===== config.mk =====
export PLATFORM = sky130hd
export DESIGN_NAME = clock_repl_sel
export DESIGN_NICKNAME = d
export VERILOG_FILES = /design/src/rtl/clock_repl_pkg.sv /design/src/rtl/frame_state_bits.sv /design/src/rtl/empty_frame_finder.sv /design/src/rtl/clock_hand_ctrl.sv /design/src/rtl/clock_repl_sel.sv
export SDC_FILE = /design/constraint.sdc
export NUM_CORES = 1
export LEC_CHECK = 0
export BUFFER_PORTS_ARGS = -buffer_cell sky130_fd_sc_hd__buf_2
export CAP_MARGIN = 20
export CELL_PAD_IN_SITES_DETAIL_PLACEMENT = 1
export CELL_PAD_IN_SITES_GLOBAL_PLACEMENT = 1
export CORE_MARGIN = 5
export CORE_UTILIZATION = 45
export DETAILED_ROUTE_END_ITERATION = 7
export HOLD_SLACK_MARGIN = 0.05
export PLACE_DENSITY = 0.76
export SLEW_MARGIN = 5
export SYNTH_ARGS = -nofsm -noshare
export SYNTH_HDL_FRONTEND = slang
export SYNTH_HIERARCHICAL = 1
export SYNTH_SLANG_ARGS = --single-unit

===== constraint.sdc =====
create_clock -name clk -period 2.2 [get_ports clk]
set_input_delay 0.22 -clock clk [delete_from_list [all_inputs] [get_ports clk]]
set_output_delay 0.22 -clock clk [all_outputs]
set_load 0.01 [all_outputs]

===== src/rtl/clock_repl_pkg.sv =====
// Package: shared types for the clock replacement selector.
// Assumes nothing beyond IEEE 1800-2017 enum support.
package clock_repl_pkg;
    // Sweep controller state
    typedef enum logic {
        HAND_IDLE  = 1'b0,
        HAND_SWEEP = 1'b1
    } hand_state_e;
endpackage


===== src/rtl/frame_state_bits.sv =====
// Module: frame_state_bits
// Holds valid, reference and dirty bits for every frame and applies
// access, fill and sweep-clear updates.
// Assumes: at most one access, one fill and one clear per cycle.
// An access outranks a clear on the reference bit; a write access
// outranks a fill on the dirty bit.
module frame_state_bits #(
    parameter int NFRAMES = 8,
    parameter int IDX_W   = (NFRAMES > 1) ? $clog2(NFRAMES) : 1
) (
    input  logic               clk,
    input  logic               rst_n,
    input  logic               acc_valid,
    input  logic [IDX_W-1:0]   acc_frame,
    input  logic               acc_write,
    input  logic               fill_valid,
    input  logic [IDX_W-1:0]   fill_frame,
    input  logic               clr_en,
    input  logic [IDX_W-1:0]   clr_idx,
    output logic [NFRAMES-1:0] valid_vec,
    output logic [NFRAMES-1:0] refb_vec,
    output logic [NFRAMES-1:0] dirty_vec,
    output logic [NFRAMES-1:0] dirty_eff
);
    for (genvar i = 0; i < NFRAMES; i++) begin : g_frame
        logic hit_acc, hit_fill, hit_clr;

        // Decode which requests address this frame
        always_comb begin
            hit_acc  = acc_valid  && (acc_frame  == IDX_W'(i));
            hit_fill = fill_valid && (fill_frame == IDX_W'(i));
            hit_clr  = clr_en     && (clr_idx    == IDX_W'(i));
        end

        // Reference bit: set by access or fill, cleared by the sweep
        always_ff @(posedge clk) begin
            if (!rst_n)                   refb_vec[i] <= 1'b0;
            else if (hit_acc || hit_fill) refb_vec[i] <= 1'b1;
            else if (hit_clr)             refb_vec[i] <= 1'b0;
        end

        // Dirty bit: set by a write access, cleared by a fill
        always_ff @(posedge clk) begin
            if (!rst_n)                      dirty_vec[i] <= 1'b0;
            else if (hit_acc && acc_write)   dirty_vec[i] <= 1'b1;
            else if (hit_fill)               dirty_vec[i] <= 1'b0;
        end

        // Valid bit: set once the frame has been filled
        always_ff @(posedge clk) begin
            if (!rst_n)        valid_vec[i] <= 1'b0;
            else if (hit_fill) valid_vec[i] <= 1'b1;
        end

        // Dirty as seen this cycle, counting a write in flight
        always_comb dirty_eff[i] = dirty_vec[i] | (hit_acc & acc_write);
    end
endmodule


===== src/rtl/empty_frame_finder.sv =====
// Module: empty_frame_finder
// Priority encoder that finds the lowest-numbered invalid frame.
// Assumes: purely combinational; the index is meaningless when found=0.
module empty_frame_finder #(
    parameter int NFRAMES = 8,
    parameter int IDX_W   = (NFRAMES > 1) ? $clog2(NFRAMES) : 1
) (
    input  logic [NFRAMES-1:0] valid_vec,
    output logic               found,
    output logic [IDX_W-1:0]   idx
);
    // Scan from the top down so the lowest index is the one kept
    always_comb begin
        found = 1'b0;
        idx   = '0;
        for (int i = NFRAMES - 1; i >= 0; i--) begin
            if (!valid_vec[i]) begin
                found = 1'b1;
                idx   = IDX_W'(i);
            end
        end
    end
endmodule


===== src/rtl/clock_hand_ctrl.sv =====
// Module: clock_hand_ctrl
// Owns the circular hand and runs the victim search: an empty frame
// is taken at once, otherwise one frame is examined per cycle with
// second-chance clearing and a forced choice after NFRAMES clears.
// Assumes: requests are pulses; they are ignored during a sweep.
module clock_hand_ctrl
    import clock_repl_pkg::*;
#(
    parameter int NFRAMES = 8,
    parameter int IDX_W   = (NFRAMES > 1) ? $clog2(NFRAMES) : 1
) (
    input  logic               clk,
    input  logic               rst_n,
    input  logic               req,
    input  logic [NFRAMES-1:0] refb_vec,
    input  logic [NFRAMES-1:0] dirty_eff,
    input  logic               any_empty,
    input  logic [IDX_W-1:0]   empty_idx,
    output logic               clr_en,
    output logic [IDX_W-1:0]   clr_idx,
    output logic               busy,
    output logic               done,
    output logic [IDX_W-1:0]   vic_frame,
    output logic               vic_wb,
    output logic [IDX_W-1:0]   hand
);
    localparam int              CNT_W  = $clog2(NFRAMES + 1);
    localparam logic [IDX_W-1:0] LAST  = IDX_W'(NFRAMES - 1);
    localparam logic [CNT_W-1:0] LIMIT = CNT_W'(NFRAMES);

    hand_state_e      state_q;
    logic [IDX_W-1:0] hand_q, hand_nxt, frame_q;
    logic [CNT_W-1:0] cnt_q;
    logic             done_q, wb_q, take;

    // Decide this cycle's sweep action at the hand position
    always_comb begin
        hand_nxt = (hand_q == LAST) ? '0 : hand_q + 1'b1;
        take     = (state_q == HAND_SWEEP) &&
                   (!refb_vec[hand_q] || (cnt_q == LIMIT));
        clr_en   = (state_q == HAND_SWEEP) && !take;
        clr_idx  = hand_q;
    end

    // Search state machine, hand pointer and registered result
    always_ff @(posedge clk) begin
        if (!rst_n) begin
            state_q <= HAND_IDLE;
            hand_q  <= '0;
            cnt_q   <= '0;
            done_q  <= 1'b0;
            frame_q <= '0;
            wb_q    <= 1'b0;
        end else begin
            done_q <= 1'b0;
            case (state_q)
                HAND_IDLE: begin
                    if (req) begin
                        if (any_empty) begin
                            done_q  <= 1'b1;
                            frame_q <= empty_idx;
                            wb_q    <= dirty_eff[empty_idx];
                        end else begin
                            state_q <= HAND_SWEEP;
                            cnt_q   <= '0;
                        end
                    end
                end
                HAND_SWEEP: begin
                    hand_q <= hand_nxt;
                    if (take) begin
                        done_q  <= 1'b1;
                        frame_q <= hand_q;
                        wb_q    <= dirty_eff[hand_q];
                        state_q <= HAND_IDLE;
                    end else begin
                        cnt_q <= cnt_q + 1'b1;
                    end
                end
                default: state_q <= HAND_IDLE;
            endcase
        end
    end

    // Drive the outputs from registers
    always_comb begin
        busy      = (state_q == HAND_SWEEP);
        done      = done_q;
        vic_frame = frame_q;
        vic_wb    = wb_q;
        hand      = hand_q;
    end
endmodule


===== src/rtl/clock_repl_sel.sv =====
// Module: clock_repl_sel (top)
// Clock page replacement selector: per-frame bits, empty-frame finder
// and the hand controller wired together.
// Assumes: fill and access frame numbers are below NFRAMES.
module clock_repl_sel #(
    parameter int NFRAMES = 8,
    parameter int IDX_W   = (NFRAMES > 1) ? $clog2(NFRAMES) : 1
) (
    input  logic             clk,
    input  logic             rst_n,
    input  logic             acc_valid,
    input  logic [IDX_W-1:0] acc_frame,
    input  logic             acc_write,
    input  logic             vic_req,
    output logic             vic_busy,
    output logic             vic_done,
    output logic [IDX_W-1:0] vic_frame,
    output logic             vic_wb,
    input  logic             fill_valid,
    input  logic [IDX_W-1:0] fill_frame
);
    logic [NFRAMES-1:0] valid_vec, refb_vec, dirty_vec, dirty_eff;
    logic               clr_en, any_empty;
    logic [IDX_W-1:0]   clr_idx, empty_idx, hand;

    frame_state_bits #(.NFRAMES(NFRAMES), .IDX_W(IDX_W)) bits_i (
        .clk(clk), .rst_n(rst_n),
        .acc_valid(acc_valid), .acc_frame(acc_frame), .acc_write(acc_write),
        .fill_valid(fill_valid), .fill_frame(fill_frame),
        .clr_en(clr_en), .clr_idx(clr_idx),
        .valid_vec(valid_vec), .refb_vec(refb_vec),
        .dirty_vec(dirty_vec), .dirty_eff(dirty_eff)
    );

    empty_frame_finder #(.NFRAMES(NFRAMES), .IDX_W(IDX_W)) find_i (
        .valid_vec(valid_vec), .found(any_empty), .idx(empty_idx)
    );

    clock_hand_ctrl #(.NFRAMES(NFRAMES), .IDX_W(IDX_W)) hand_i (
        .clk(clk), .rst_n(rst_n), .req(vic_req),
        .refb_vec(refb_vec), .dirty_eff(dirty_eff),
        .any_empty(any_empty), .empty_idx(empty_idx),
        .clr_en(clr_en), .clr_idx(clr_idx),
        .busy(vic_busy), .done(vic_done),
        .vic_frame(vic_frame), .vic_wb(vic_wb), .hand(hand)
    );
endmodule


Word level (Yosys, flattened, before mapping)
Cells that the tools add are included.
Word-level totals
  register bits: 37
  bits of input ports: 12
  output and inout bits: 6
  logic and storage cells: 219
Operators by class
  add/sub/neg operators: 2
  order comparisons: 2
  equal/unequal tests: 27
  mux-type cells: 75
  bitwise operators: 17
  reduce and logical (&&, ||, !) cells: 66
Operators by type and width (number)
  1-bit 2-to-1 mux: 52
  3-bit equality test (second input constant): 12
  3-bit 2-to-1 mux: 12
  1-bit logical AND: 34
  2-bit nonzero test: 16
  3-bit by 2-bit equality test with 1-bit output (second input constant): 6
  4-bit 2-to-1 mux: 3
  2-bit != test (second input constant): 5
  1-bit binary-select mux with 3-bit select: 3
  3-bit by 1-bit equality test with 1-bit output (second input constant): 3
  3-bit logical NOT: 3
  1-bit logical OR: 9
  1-bit bitwise AND: 8
  3-bit by 4-bit less-than comparator with 1-bit output (second input constant): 2
  1-bit OR: 8
  4-bit case mux with 2 select lines: 1
  1-bit case mux with 2 select lines: 3
  3-bit case mux with 2 select lines: 1
  3-bit AND reduction: 2
  4-bit by 1-bit adder with 4-bit output (second input constant): 1
  4-bit equality test (second input constant): 1
  3-bit by 1-bit adder with 3-bit output (second input constant): 1
  1-bit logical NOT: 2
  1-bit inverter: 1

Longest topological paths before layout
Gate-level depths: netlist of the first run.
  depth in word-level cells: 13
  mapped depth: 9
  gate-level depth less buffers: 9

Cells and area by module
The synthesis of the first run kept the hierarchy.
By module, submodules not included
  frame_state_bits: instances 1, cells each 122, area each 1102.3 um^2, seq. area each 480.5 um^2
  clock_hand_ctrl: instances 1, cells each 98, area each 960.9 um^2, seq. area each 260.2 um^2
  empty_frame_finder: instances 1, cells each 16, area each 78.8 um^2, seq. area each 0.0 um^2

Worst setup path before layout of the first run
No wires, ideal clock.
  path type: reg2reg
  start point: register hand_i.hand_q[0] (netlist: hand_i/clr_idx[0])
  end point: register bits_i.refb_vec[5]
  arrival: 1627 ps
  required time: 2126 ps
  setup slack: 499 ps
  stages on the path, launching flop included: 9
  cells stage by stage: dfxtp_1 -> buf_6 -> mux2_2 -> o22a_2 -> nand3_1 -> inv_1 -> nand2b_1 -> o21ai_0 -> a31oi_1
On the way
  word-level cells in the longest chain between the ends: 9
  elaborated cells between the ends (all ways): 10
Ends and longest elaborated chain
  start, declared: line clock_hand_ctrl.sv:32  | logic [IDX_W-1:0] hand_q, hand_nxt, frame_q;
  start signal, assigned: line clock_hand_ctrl.sv:70  | hand_q <= hand_nxt;
  1-bit binary-select mux with 3-bit select: line clock_hand_ctrl.sv:40  | (!refb_vec[hand_q] || (cnt_q == LIMIT));
  1-bit 2-to-1 mux (implied by the code): line clock_hand_ctrl.sv:40
  1-bit logical NOT: line clock_hand_ctrl.sv:40
  1-bit logical OR: line clock_hand_ctrl.sv:40
  1-bit logical AND: line clock_hand_ctrl.sv:39  | take = (state_q == HAND_SWEEP) &&
  1-bit logical NOT: line clock_hand_ctrl.sv:41  | clr_en = (state_q == HAND_SWEEP) && !take;
  1-bit logical AND: line clock_hand_ctrl.sv:41
  net clr_en: line clock_repl_sel.sv:23  | logic clr_en, any_empty;
  1-bit logical AND: line frame_state_bits.sv:32  | hit_clr = clr_en && (clr_idx == IDX_W'(i));
  2-bit nonzero test (no line)
  end signal, assigned by index: line frame_state_bits.sv:37  | if (!rst_n) refb_vec[i] <= 1'b0;
  end signal, assigned by index: line frame_state_bits.sv:38  | else if (hit_acc || hit_fill) refb_vec[i] <= 1'b1;
  end signal, assigned by index: line frame_state_bits.sv:39  | else if (hit_clr) refb_vec[i] <= 1'b0;
  end, declared: line frame_state_bits.sv:21  | output logic [NFRAMES-1:0] refb_vec,
The timed path passes the listed nets, and every way through them passes these cells. The select of a mux whose other input is x is not followed.
A chain may end at the register's enable or synchronous reset.

Worst setup path in the final report of the first run
  start point: register hand_i.hand_q[0] (netlist: hand_i/clr_idx[0])
  end point: register bits_i.refb_vec[3]
Same word-level chain as after synthesis.

==> metrics.csv, run 1 <==
stage,metric,value,unit
clock_tree,# H-tree levels,2,
finish,Multi-input gate area,1250,um^2
floorplan,height of the die,78.6,um
global_routing,pin count of the biggest net entering global routing,25,
yosys,cells after synthesis,233,
timing,post-route minimum period,1.92,ns
timing,Setup TNS Final,0,ns
route,DR vias,1775,
floorplan,Total Die Area,6180,um^2
clock_tree,Clk Tree Root Cell,clkbuf_8,
finish,Layout Nets,263,
finish,Layout Utilization,49.0,%
clock_tree,Longest Clk Path Bufs,2,
finish,Sequential Area,741,um^2
min_path,Hold Path End,hand_i/cnt_q[3],
floorplan,starting density of the core,45.5,%
timing,fin worst setup slack,0.278,ns
timing,Setup Viol. Count Final,0,
yosys,Mean Syn Cell Area,9.10,um^2
timing,Final Hold Vio Count,0,
clock_tree,cts bufs inserted,5,
timing,Setup Skew,0.00768,ns
setup_path,Crit Path Class,reg2reg,
clock_tree,CTS tree,built,
global_routing,grt ovf,0,
clock_tree,worst skew pair latency,0.29,ns
setup_path,Worst R2R Setup Slack,0.28,ns
setup_path,crit path max fanout,10,
route,drt pass-1 iters,4,
min_path,hold wc startpoint,rst_n,
route,Detail Route Antenna Nets,0,
min_path,worst hold path stage count,2,
setup_path,CP Capture Type,flip-flop,
timing,unrepaired setup endpoints after global routing,no,
global_routing,global-route wire length before repair,8970,um
clock_tree,clock-pin slew on the worst setup and hold paths,0.07,ns
placement,Final GP Congestion,0.828,
clock_tree,"Hold-fix buffers, CTS",0,
pwr,leakage power,0.853,nW
yosys,number of synthesis warnings,6,
floorplan,row count,25,
setup_path,CP arrival,2.12,ns
finish,FILL cells,564,
setup_path,FF-to-FF End,bits_i/refb_vec[3],
route,Avg WL per Cell,17.2,um
setup_path,startpoint types,flip-flop,
route,total wire length,5200,um
pwr,Tot Pwr,1.29,mW
min_path,HP Class,in2reg,
setup_path,worst r2r src,hand_i/clr_idx[0],
pwr,Power per Cell Area,563,nW/um^2
pwr,VDD IR max,0.289,mV
route,vias per cell,5.88,
yosys,Post-Syn Nets,249,
floorplan,Die X,78.6,um
placement,DP HPWL,3980,um
route,DRC violations left,0,
clock_tree,clk sink count,37,
timing,Slew headroom,48.3,%
timing,final number of max-transition violations,0,
global_routing,vias in the first global route,1842,
floorplan,IO Pins,18,
clock_tree,post-CTS sizing,0,
finish,Area growth syn-to-layout,7.67,%
placement,"worst slack, placed",0.295,ns
global_routing,initial antenna violation count,0,
run,Max Cap Viol,0,
setup_path,Reg2Reg Depth,7,
finish,n_diodes,0,
finish,share of cells above drive strength 1,18.5,%
setup_path,Critical Path RT,2.40,ns
global_routing,Total GRT Usage,18.7,%
timing,fin crit share,87.4,%
route,initial DRC count,70,
timing,Worst-Margin Slew,0.775,ns
floorplan,CORE AREA,4660,um^2
placement,IO Port Bufs,17,
yosys,mapped cell area,2120,um^2
timing,Max Clk Rate,0.520,GHz
status,status,completed,
clock_tree,Post-CTS Setup Inserts,0,
==> power breakdown <==
| part | total, mW | internal (mW) | switching [mW] |
|---|---|---|---|
| sequential | 0.701 | 0.689 | 0.0120 |
| combinational | 0.125 | 0.0506 | 0.0749 |
| clock | 0.460 | 0.225 | 0.235 |
| total | 1.29 | 0.964 | 0.322 |
==> worst max path at each step <==
stage | slack (ns) | cells after the start | endpoint | startpoint
after floorplan | 0.52 | 8 | bits_i/refb_vec[5] | hand_i/clr_idx[0]
after global placement | 0.28 | 7 | hand_i/vic_wb | acc_frame[1]
after detailed placement | 0.30 | 7 | hand_i/vic_wb | acc_frame[1]
after CTS | 0.28 | 7 | bits_i/refb_vec[3] | hand_i/clr_idx[0]
after global routing | 0.09 | 7 | bits_i/refb_vec[6] | hand_i/clr_idx[0]
final | 0.28 | 7 | bits_i/refb_vec[3] | hand_i/clr_idx[0]
==> metrics by stage <==
step / hold slack [ns] / instances / area (um^2)
after global routing: 0.262 / 302 / 2280
after floorplan: 0.405 / 233 / 2120
after global placement: 0.446 / 294 / 2200
after detailed placement: 0.458 / 294 / 2200
final: 0.248 / 302 / 2280
after CTS: 0.246 / 302 / 2280
==> cell usage in the layout, fill, tap and decap left out, drive strengths merged, types with 4 or more instances in the layout <==
| cell | count |
|---|---|
| dfxtp | 37 |
| nand2 | 28 |
| nor2 | 22 |
| a21oi | 19 |
| buf | 19 |
| nand2b | 12 |
| inv | 11 |
| a31oi | 9 |
| mux2i | 9 |
| clkbuf | 8 |
| o21ai | 7 |
| mux2 | 7 |
| nand4 | 5 |
| a32oi | 4 |
| ha | 4 |
| a31o | 4 |
| o31ai | 4 |
| mux4 | 4 |
==> registers in the layout, summed over array words and instances (netlist names) <==
register	count
bits_i/refb_vec	8
hand_i/vic_frame	3
hand_i/busy	1
hand_i/vic_wb	1
bits_i/dirty_vec	8
hand_i/clr_idx	3
hand_i/done	1
bits_i/valid_vec	8
hand_i/cnt_q	4
==> final cells by class <==
cell class	count	area share, %
multi-input cells	172	54.7
flip-flops and latches	37	32.5
repair buffers	19	4.39
clock buffers	8	3.51
well taps	54	2.96
inverters	12	1.97
==> worst max-delay path, cell delays in order, from the launching register on <==
cell,delay (ns)
dfxtp_1,0.57
mux2_2,0.40
o22a_2,0.26
nand3_1,0.11
inv_1,0.07
nand2_1,0.13
o21ai_0,0.11
a31oi_1,0.20
==> metal layers <==
layer	global-route usage, %	up-vias	routed length (um)
li1	-	881	-
met1	23.2	852	2350
met2	30.6	27	2530
met3	4.01	15	163
met4	9.44	0	152
met5	0	-	0
Note: power is estimated with default switching activity, not from simulation.
==> run 2, diff against run 1 <==
--- a/config.mk
+++ b/config.mk
@@ -10,10 +10,10 @@
 export CELL_PAD_IN_SITES_DETAIL_PLACEMENT = 1
 export CELL_PAD_IN_SITES_GLOBAL_PLACEMENT = 1
 export CORE_MARGIN = 5
-export CORE_UTILIZATION = 45
+export CORE_UTILIZATION = 40
 export DETAILED_ROUTE_END_ITERATION = 7
 export HOLD_SLACK_MARGIN = 0.05
-export PLACE_DENSITY = 0.76
+export PLACE_DENSITY = 0.69
 export SLEW_MARGIN = 5
 export SYNTH_ARGS = -nofsm -noshare
 export SYNTH_HDL_FRONTEND = slang
==> run 2 against run 1 <==
- total power up 0.20%
- combinational power about the same
- sequential power about the same
- sequential cell count unchanged
- maximum frequency down 0.50%
- via count down 1.7%
- global-route usage down 2.2 points
- register-to-register slack about the same
- wire length down 2.0%
- cell area up 1.3%
==> metrics.csv, run 2 (synthesized netlist as in run 1, its figures left out) <==
stage,metric,value,unit,change
route,initial DRC count,104,,+49%
route,DR vias,1745,,-1.7%
finish,share of cells above drive strength 1,19.7,%,+1.1 points
setup_path,crit path max fanout,12,,+2
placement,DP HPWL,3870,um,-2.7%
finish,Layout Nets,264,,+0.38%
timing,fin worst setup slack,0.268,ns,-0.00973 ns
timing,Setup Viol. Count Final,0,,unchanged
route,vias per cell,5.47,,-6.9%
route,Detail Route Antenna Nets,0,,unchanged
setup_path,CP cell instances,mux2_2 -> o22a_2 -> nand3_1 -> inv_1 -> nand2_1 -> o21ai_0 -> a31oi_1,,
global_routing,global-route wire length before repair,8560,um,-4.5%
setup_path,CP Capture Type,flip-flop,,
placement,post-placement cell count,311,,+5.8%
global_routing,Total GRT Usage,16.5,%,-2.2 points
pwr,Switch Pwr,0.329,mW,+2.2%
route,Avg WL per Cell,16.0,um,-7.3%
setup_path,delay of the slowest critical-path stage,0.62,ns,+0.05 ns
finish,Area growth syn-to-layout,9.09,%,
setup_path,Worst R2R Setup Slack,0.27,ns,about the same
clock_tree,Clk Tree Root Cell,clkbuf_8,,
finish,n_diodes,0,,unchanged
floorplan,Total Die Area,6860,um^2,+11%
finish,Regs by FF count,"bits_i/dirty_vec: 8 flops, bits_i/refb_vec: 8 flops, bits_i/valid_vec: 8 flops",,
clock_tree,"Hold-fix buffers, CTS",0,,unchanged
pwr,Tot Pwr,1.29,mW,+0.20%
clock_tree,Longest Clk Path Bufs,2,,unchanged
clock_tree,Post-CTS Setup Inserts,0,,unchanged
setup_path,crit path to,bits_i/refb_vec[7],,
setup_path,"delay-heaviest family, CP",flip-flops,,
setup_path,FF-to-FF End,bits_i/refb_vec[7],,
timing,final number of max-transition violations,0,,unchanged
finish,Layout Utilization,45.0,%,-4.0 points
clock_tree,clk sink count,37,,unchanged
timing,Max Clk Rate,0.518,GHz,-0.50%
timing,fin crit share,87.8,%,+0.44 points
floorplan,CORE AREA,5140,um^2,+10%
timing,Worst-Margin Slew,0.493,ns,-0.282 ns
clock_tree,clock-pin slew on the worst setup and hold paths,0.08,ns,about the same
clock_tree,worst skew pair latency,0.28,ns,about the same
pwr,VDD IR max,0.383,mV,+33%
global_routing,initial antenna violation count,0,,unchanged
pwr,Combinational Power Share,9.8,%,about the same
route,total wire length,5090,um,-2.0%
clock_tree,# H-tree levels,2,,unchanged
clock_tree,post-CTS sizing,0,,unchanged
global_routing,vias in the first global route,1721,,-6.6%
min_path,worst hold path stage count,2,,unchanged
timing,Setup TNS Final,0,ns,unchanged
global_routing,pin count of the biggest net entering global routing,18,,-28%
setup_path,slowest CP cell,dfxtp_1,,
route,DRC violations left,0,,unchanged
timing,Final Hold Vio Count,0,,unchanged
floorplan,height of the die,82.8,um,+5.3%
setup_path,worst r2r src,hand_i/clr_idx[0],,
min_path,HP Class,in2reg,,
pwr,switch share,25.5,%,+0.51 points
setup_path,Crit Path Class,reg2reg,,
setup_path,startpoint types,flip-flop,,
placement,Final GP Congestion,0.852,,+2.9%
setup_path,Buf/Inv on CP,1,,unchanged
setup_path,Critical Path RT,2.41,ns,about the same
placement,IO Port Bufs,17,,unchanged
finish,"most common cell after layout, fill and taps aside",dfxtp_1,,
pwr,Power per Cell Area,557,nW/um^2,-1.1%
pwr,sequential share of power,54.3,%,-0.2 points
timing,unrepaired setup endpoints after global routing,no,,
floorplan,starting density of the core,41.2,%,-4.2 points
setup_path,crit path launch,hand_i/clr_idx[0],,
placement,"worst slack, placed",0.306,ns,+0.0109 ns
setup_path,Reg2Reg Depth,7,,unchanged
pwr,Int Power,0.960,mW,-0.48%
floorplan,IO Pins,18,,unchanged
clock_tree,cts bufs inserted,5,,unchanged
finish,Post-Layout Cell Count,319,,+5.6%
finish,most frequent cells in the layout,"dfxtp_1, nand2_1, nor2_1, a21oi_1, buf_2",,
run,Max Cap Viol,0,,unchanged
pwr,power share of the clock group,35.9,%,about the same
setup_path,Crit. path cell count,7,,unchanged
setup_path,CP arrival,2.15,ns,+0.03 ns
route,drt pass-1 iters,4,,unchanged
status,status,completed,,
clock_tree,CTS tree,built,,
timing,Slew headroom,67.1,%,+19 points
floorplan,row count,26,,+4.0%
timing,Setup Skew,0.00423,ns,-0.00345 ns
pwr,leakage power,0.863,nW,+1.2%
timing,post-route minimum period,1.93,ns,+0.00974 ns
floorplan,Die X,82.8,um,+5.3%
global_routing,grt ovf,0,,unchanged
-- run 2: cell count changes in the layout (fill, tap and decap cells not counted) --
| cell | change |
|---|---|
| buf_4 | +1 |
| clkbuf_1 | -2 |
| clkinv_2 | +2 |
-- run 2: per-layer routing --
metal | vias to the layer above | part of all wire, % | track usage, %
met1 | 838 | 47 | 21.6
met4 | 0 | 0.45 | 2.94
met5 | - | 0 | 0
met2 | 22 | 49 | 28.0
met3 | 2 | 2.7 | 3.89
li1 | 883 | - | -
-- run 2: power groups by stage --
stage | Clock, mW | Combinational, mW | Sequential (mW)
after floorplan | 0 | 0.0980 | 0.713
after global placement | 0 | 0.125 | 0.716
after detailed placement | 0 | 0.126 | 0.716
after CTS | 0.481 | 0.126 | 0.700
after global routing | 0.517 | 0.139 | 0.702
final | 0.463 | 0.126 | 0.700
-- run 2: area by class of cell --
type / count / area, um^2
multi-input cells: 172 / 1250
repair buffers: 20 / 108
fillers: 647 / 2830
clock inverters: 2 / 10.0
inverters: 12 / 45.0
clock buffers: 6 / 72.6
flip-flops and latches: 37 / 741
well taps: 70 / 87.6
-- run 2: worst min-delay path by stage --
stage | start | to | slack [ns]
floorplan | acc_frame[1] | bits_i/dirty_vec[2] | 0.41
global placement | hand_i/vic_frame[1] | hand_i/vic_frame[1] | 0.45
detailed placement | bits_i/valid_vec[6] | bits_i/valid_vec[6] | 0.46
CTS | rst_n | hand_i/cnt_q[3] | 0.27
global route | rst_n | hand_i/cnt_q[3] | 0.27
finish | rst_n | hand_i/cnt_q[3] | 0.29
-- run 2: through the flow --
| stage | instance area (um^2) | hold slack, ns |
|---|---|---|
| floorplan | 2120 | 0.405 |
| global placement | 2230 | 0.449 |
| detailed placement | 2230 | 0.458 |
| CTS | 2310 | 0.267 |
| global route | 2310 | 0.271 |
| finish | 2310 | 0.288 |
